===== src/rtl/q2u_pkg.sv =====
package q2u_pkg;

  // operand classes seen by the result selector
  typedef enum logic [2:0] {
    QC_ZERO,
    QC_TINY,
    QC_NORMAL,
    QC_INF,
    QC_QNAN,
    QC_SNAN
  } qcls_e;

  typedef struct packed {
    logic snan;
    logic cvi;
    logic xx;
    logic inc;
  } cvt_flags_t;

endpackage


===== src/rtl/q2u_classify.sv =====
module q2u_classify
  import q2u_pkg::*;
#(
  parameter int EXP_W  = 15,
  parameter int FRAC_W = 112
) (
  input  logic [EXP_W-1:0]  exp_f,
  input  logic [FRAC_W-1:0] frac_f,
  output qcls_e             cls
);

  logic exp_max;
  logic exp_min;
  logic frac_nz;

  assign exp_max = &exp_f;
  assign exp_min = ~|exp_f;
  assign frac_nz = |frac_f;

  always_comb begin
    if (exp_max) begin
      if (!frac_nz)                cls = QC_INF;
      else if (frac_f[FRAC_W-1])   cls = QC_QNAN;
      else                         cls = QC_SNAN;
    end else if (exp_min) begin
      cls = frac_nz ? QC_TINY : QC_ZERO;
    end else begin
      cls = QC_NORMAL;
    end
  end

endmodule


===== src/rtl/q2u_trunc.sv =====
module q2u_trunc #(
  parameter int EXP_W  = 15,
  parameter int FRAC_W = 112,
  parameter int INT_W  = 64
) (
  input  logic [EXP_W-1:0]  exp_f,
  input  logic [FRAC_W-1:0] frac_f,
  output logic [INT_W-1:0]  int_val,
  output logic              below_one,
  output logic              too_big,
  output logic              lost_bits
);

  localparam int SIG_W = FRAC_W + 1;
  localparam int SH_W  = $clog2(SIG_W);
  localparam logic [EXP_W-1:0] BIAS    = {1'b0, {(EXP_W-1){1'b1}}};
  localparam logic [EXP_W-1:0] EXP_SAT = BIAS + EXP_W'(INT_W);

  logic [SIG_W-1:0] sig;
  logic [EXP_W-1:0] e_unb;
  logic [SH_W-1:0]  shamt;

  // right shift of the significand keeps the integer part
  function automatic logic [INT_W-1:0] int_part(input logic [SIG_W-1:0] s,
                                                 input logic [SH_W-1:0]  sh);
    return INT_W'(s >> sh);
  endfunction

  // OR of every bit pushed out below the binary point
  function automatic logic dropped(input logic [SIG_W-1:0] s,
                                   input logic [SH_W-1:0]  sh);
    logic [SIG_W-1:0] mask;
    mask = ~({SIG_W{1'b1}} << sh);
    return |(s & mask);
  endfunction

  assign sig       = {1'b1, frac_f};
  assign below_one = (exp_f < BIAS);
  assign too_big   = (exp_f >= EXP_SAT);
  assign e_unb     = exp_f - BIAS;
  // only meaningful when 0 <= e < INT_W, so the narrowing is safe
  assign shamt     = SH_W'(FRAC_W) - SH_W'(e_unb);
  assign int_val   = int_part(sig, shamt);
  assign lost_bits = dropped(sig, shamt);

endmodule


===== src/rtl/q2u_select.sv =====
module q2u_select
  import q2u_pkg::*;
#(
  parameter int INT_W = 64
) (
  input  qcls_e             cls,
  input  logic              sign,
  input  logic [INT_W-1:0]  int_val,
  input  logic              below_one,
  input  logic              too_big,
  input  logic              lost_bits,
  output logic [INT_W-1:0]  res,
  output cvt_flags_t        flags
);

  always_comb begin
    res   = '0;
    flags = '0;
    unique case (cls)
      QC_QNAN: flags.cvi = 1'b1;
      QC_SNAN: begin
        flags.cvi  = 1'b1;
        flags.snan = 1'b1;
      end
      QC_INF: begin
        flags.cvi = 1'b1;
        res       = sign ? '0 : '1;
      end
      QC_ZERO: res = '0;
      default: begin
        if (below_one) begin
          flags.xx = 1'b1;         // truncates to (signed) zero
        end else if (sign) begin
          flags.cvi = 1'b1;        // integer <= -1
        end else if (too_big) begin
          flags.cvi = 1'b1;
          res       = '1;
        end else begin
          res      = int_val;
          flags.xx = lost_bits;
        end
      end
    endcase
    flags.inc = 1'b0;              // toward-zero never increments
  end

endmodule


===== src/rtl/quad_to_u64_trunc.sv =====
module quad_to_u64_trunc
  import q2u_pkg::*;
#(
  parameter int EXP_W  = 15,
  parameter int FRAC_W = 112,
  parameter int INT_W  = 64,
  localparam int QW    = 1 + EXP_W + FRAC_W,
  localparam int RW    = 2 * INT_W
) (
  input  logic          clk,
  input  logic          rst_n,
  input  logic          in_valid,
  input  logic [QW-1:0] in_operand,
  input  logic          invalid_en,
  output logic          out_valid,
  output logic [RW-1:0] out_result,
  output logic          out_write_en,
  output logic          flag_snan,
  output logic          flag_cvi,
  output logic          flag_inexact,
  output logic          flag_fr,
  output logic          flag_fi
);

  logic              op_sign;
  logic [EXP_W-1:0]  op_exp;
  logic [FRAC_W-1:0] op_frac;
  qcls_e             op_cls;
  logic [INT_W-1:0]  t_int;
  logic              t_below, t_big, t_lost;
  logic [INT_W-1:0]  sel_res;
  cvt_flags_t        sel_flags;
  logic              any_invalid;

  assign op_sign = in_operand[QW-1];
  assign op_exp  = in_operand[QW-2:FRAC_W];
  assign op_frac = in_operand[FRAC_W-1:0];

  q2u_classify #(.EXP_W(EXP_W), .FRAC_W(FRAC_W)) u_cls (
    .exp_f (op_exp),
    .frac_f(op_frac),
    .cls   (op_cls)
  );

  q2u_trunc #(.EXP_W(EXP_W), .FRAC_W(FRAC_W), .INT_W(INT_W)) u_trunc (
    .exp_f    (op_exp),
    .frac_f   (op_frac),
    .int_val  (t_int),
    .below_one(t_below),
    .too_big  (t_big),
    .lost_bits(t_lost)
  );

  q2u_select #(.INT_W(INT_W)) u_sel (
    .cls      (op_cls),
    .sign     (op_sign),
    .int_val  (t_int),
    .below_one(t_below),
    .too_big  (t_big),
    .lost_bits(t_lost),
    .res      (sel_res),
    .flags    (sel_flags)
  );

  assign any_invalid = sel_flags.cvi | sel_flags.snan;

  always_ff @(posedge clk or negedge rst_n) begin
    if (!rst_n) begin
      out_valid    <= 1'b0;
      out_result   <= '0;
      out_write_en <= 1'b0;
      flag_snan    <= 1'b0;
      flag_cvi     <= 1'b0;
      flag_inexact <= 1'b0;
      flag_fr      <= 1'b0;
      flag_fi      <= 1'b0;
    end else if (in_valid) begin
      out_valid    <= 1'b1;
      out_result   <= {{(RW-INT_W){1'b0}}, sel_res};
      out_write_en <= ~(invalid_en & any_invalid);
      flag_snan    <= sel_flags.snan;
      flag_cvi     <= sel_flags.cvi;
      flag_inexact <= sel_flags.xx;
      flag_fr      <= sel_flags.inc & ~any_invalid;
      flag_fi      <= sel_flags.xx & ~any_invalid;
    end else begin
      out_valid    <= 1'b0;
      out_result   <= '0;
      out_write_en <= 1'b0;
      flag_snan    <= 1'b0;
      flag_cvi     <= 1'b0;
      flag_inexact <= 1'b0;
      flag_fr      <= 1'b0;
      flag_fi      <= 1'b0;
    end
  end

endmodule


===== config.mk =====
export PLATFORM = sky130hd
export DESIGN_NAME = quad_to_u64_trunc
export DESIGN_NICKNAME = d
export VERILOG_FILES = /design/src/rtl/q2u_pkg.sv /design/src/rtl/q2u_classify.sv /design/src/rtl/q2u_trunc.sv /design/src/rtl/q2u_select.sv /design/src/rtl/quad_to_u64_trunc.sv
export SDC_FILE = /design/constraint.sdc
export NUM_CORES = 1
export LEC_CHECK = 0
export BUFFER_PORTS_ARGS = -buffer_cell sky130_fd_sc_hd__clkbuf_2
export CAP_MARGIN = 20
export CORE_ASPECT_RATIO = 1.4
export CORE_MARGIN = 2
export CORE_UTILIZATION = 40
export DETAILED_ROUTE_END_ITERATION = 8
export PLACE_DENSITY = 0.72
export SKIP_LAST_GASP = 1
export SLEW_MARGIN = 20
export SYNTH_ARGS = -nofsm -noshare
export SYNTH_HDL_FRONTEND = slang
export SYNTH_SLANG_ARGS = --single-unit

===== constraint.sdc =====
create_clock -name clk -period 0.8 [get_ports clk]
set_input_delay 0.08 -clock clk [delete_from_list [all_inputs] [get_ports clk]]
set_output_delay 0.08 -clock clk [all_outputs]
set_load 0.01 [all_outputs]

==> impl_metrics.toml <==
[power]
clkPwrFrac_pct = 18.3
p_int_mw = 12.78
p_leak_nw = 8.604
p_seq_share_pct = 16.5
p_comb_share_pct = 65.2
p_sw_share_pct = 43.86
power_density_nw_per_um2 = 1189
vdd_drop_max_uv = 1186
power_mw = 22.76
p_switching_mw = 9.984

[worst_setup_path]
slowest_stage = "a211o_4"
crit_chain = "buf_6 -> nor4_4 -> buf_4 -> nand4_1 -> nor3_2 -> buf_4 -> nand4_1 -> and2_4 -> a211o_4 -> clkbuf_16 -> a31oi_1"
critPathBufInv = 4
crit_fanout = 10
cp.required_ns = 1.08
critPathLaunchType = "primary input"
worstSetupPathType = "primary input to flop"
critPathArrivalTime_ns = 2.52
cp-end-kind = "flop"
path_delay_family = "simple AND/OR/NAND/NOR gates"
max_stage_delay_ns = 0.45

[sta]
relSlewSlack_pct = 48.73
rsz0062_at_grt = "yes"
finalCritPeriodShare_pct = 279.9
finalHoldViolations = 0
max_freq_ghz = 0.4466
setup_tns_ns = -100.61
fin_ws_ns = -1.439
period_minus_slack_ns = 2.239
setup_viol = 139
worst_pin_slew_ns = 0.7632
drv_slew = 0

[synth]
synth-main-ff-cell = "dfrtp_1"
synth_top_family_by_area = "multiplexers"
post_synth_fa_ha_maj_area_fraction_pct = 0.7012
synth_seq_cells = 70
muxShareOfSynthArea_pct = 35.05
synth.avg_cell_area_um2 = 8.643
synth_cells = 1404
synth_top_area_share_pct = 18.93
yosysSeqAreaShare_pct = 14.44
synth-compound-area-share_pct = 24.33
synth_warnings = 0
ys_async_sr_fraction_pct = 100.0
yosys-top-cells-area = "mux4_2, dfrtp_1, mux2i_1"
synth_xor_area_share_pct = 0
yosysTopAreaCell = "mux4_2"
synth_edf_count = 0
synth_cell_types = 78
synth_simple_gate_area_share_pct = 15.23
synth.cell_area_um2 = 12130

[floorplanning]
die_w_um = 151.2
design.die.area_um2 = 31760
pin_count = 267
fp.dieH_um = 210.1
initial_core_util_pct = 40.54
core_um2 = 29940
rows = 75

[routing]
wirelength_um = 75230
vias = 16160
wire_per_inst_um = 31.07
route.detailed.drc = 0
via_per_inst = 6.675
dr.pass1.iters = 8
ant_nets = 0
drt-initial-drc-count = 1969

[run_status]
status = "finished, violations left"
violations = "setup timing"

[global_route]
antenna_found_initial = 5
grt_first_pass_wirelength_um = 105100
overflow = 0
grt_pass1_vias = 15530
grt_start_max_net_pins = 61
grt_usage_pct = 46.33

[cells_and_area]
stdcell_area_um2 = 19140
layout-drive-gt1-share_pct = 53.86
final_cell_mix = "buf_4, clkbuf_2, nand2_1"
final_nets = 2166
area_delta_synth_final_pct = 57.71
final_common_cell = "buf_4"
final_cells = 2421

[place]
pre_cts_slack_ns = -1.959
numPortBuffers = 201
dpl.cell_count = 2363
dp_hpwl_um = 58710
place_area_um2 = 17160
place_congestion = 1.082

[clocking]
cts_tree = "built"
clkTransAtPathRegs_ns = 0.07
clk_path_buf_depth = 2
cts_buffers = 9
htree_levels = 3
clock-sinks = 70
root_buffer = "clkbuf_16"

[min_path]
worstHoldStart = "in_valid"
min_delay_path_depth = 3
hold_class = "primary input to flop"
worst_hold_path.endpoint = "flag_cvi"

[job]
max-cap-violations = 0
==> routing by layer <==
layer  GRT usage [%]  vias up  part of all wire (%)
met2           70.17     1330                    44
met4           42.67        0                    12
met5               0        -                     0
met1           51.86     7759                    34
li1                -     6661                     -
met3           13.20      410                    11
==> what timing repair did <==
item                       CTS  global route
resized for setup           99           139
hold buffers                 3             0
buffers inserted            21             6
cloned                       7             4
pin swaps                   21            25
setup endpoints to repair  139           139
hold endpoints to repair    72             0
==> registers in the layout, summed over array words and instances, names as in the netlist <==
register,cells
flag_cvi,1
flag_fi,1
flag_inexact,1
flag_snan,1
out_result,64
out_valid,1
out_write_en,1
==> final cells by class <==
type / count / area [um^2]
Sequential cell: 70 / 1752
Inverter: 17 / 103.9
Timing Repair Buffer: 745 / 6008
Tap cell: 385 / 481.7
Clock inverter: 5 / 58.81
Multi-Input combinational cell: 1185 / 10480
Antenna cell: 3 / 7.507
Clock buffer: 11 / 242.7
Fill cell: 2534 / 10800
==> power by group through the flow <==
stage / Sequential [mW] / Clock, mW / Combinational [mW]
after floorplan: 3.89 / 0 / 6.68
after global placement: 3.80 / 0 / 12.8
after detailed placement: 3.81 / 0 / 12.8
after CTS: 3.75 / 4.18 / 13.5
after global routing: 3.77 / 4.37 / 15.2
final: 3.76 / 4.17 / 14.8
==> cell families after synthesis <==
| family | count (synthesis) |
|---|---|
| AO/OA/AOI/OAI | 437 |
| AND/OR/NAND/NOR | 393 |
| multiplexers | 282 |
| other | 1 |
| flip-flops | 70 |
| buffers and inverters | 214 |
| adder cells (fa/ha/maj) | 7 |
==> cell usage after synthesis (7+ instances only) <==
library cell	count
nand2b_1	16
nor2_1	108
nor2b_1	12
o2111ai_1	9
a221o_1	7
buf_2	32
a211o_1	12
a2bb2oi_1	10
a221oi_1	17
o211ai_1	30
a21oi_1	86
a31oi_1	36
o21a_1	8
buf_4	76
clkbuf_1	64
nor4_1	22
a21o_1	7
buf_6	8
nand3_1	22
a211oi_1	17
o22ai_1	35
o21ai_0	74
nand2_1	138
inv_1	14
nor3_1	23
mux2_2	71
mux2i_1	105
buf_1	12
dfrtp_1	70
nand4_1	16
a22oi_1	34
mux4_2	102
==> metrics by stage <==
step           util (%)  hold WS (ns)
3_5_place_dp      57.33       0.06171
2_1_floorplan         -       -0.2156
4_1_cts           61.23       0.04984
6_report          63.93       0.06108
5_1_grt           63.90       0.08478
3_3_place_gp      57.33       0.05056
==> how the worst max path moves through the flow <==
stage                                from             end  slack (ns)  cells after the start
after CTS                  in_operand[92]  out_result[12]       -1.36                     11
after floorplan           in_operand[116]         flag_fi       -1.55                     13
after detailed placement  in_operand[116]         flag_fi       -1.96                     10
after global routing      in_operand[112]   out_result[2]       -1.46                      8
after global placement    in_operand[116]         flag_fi       -1.99                     10
final                      in_operand[92]  out_result[41]       -1.44                     11
(Power assumes the default switching activity.)
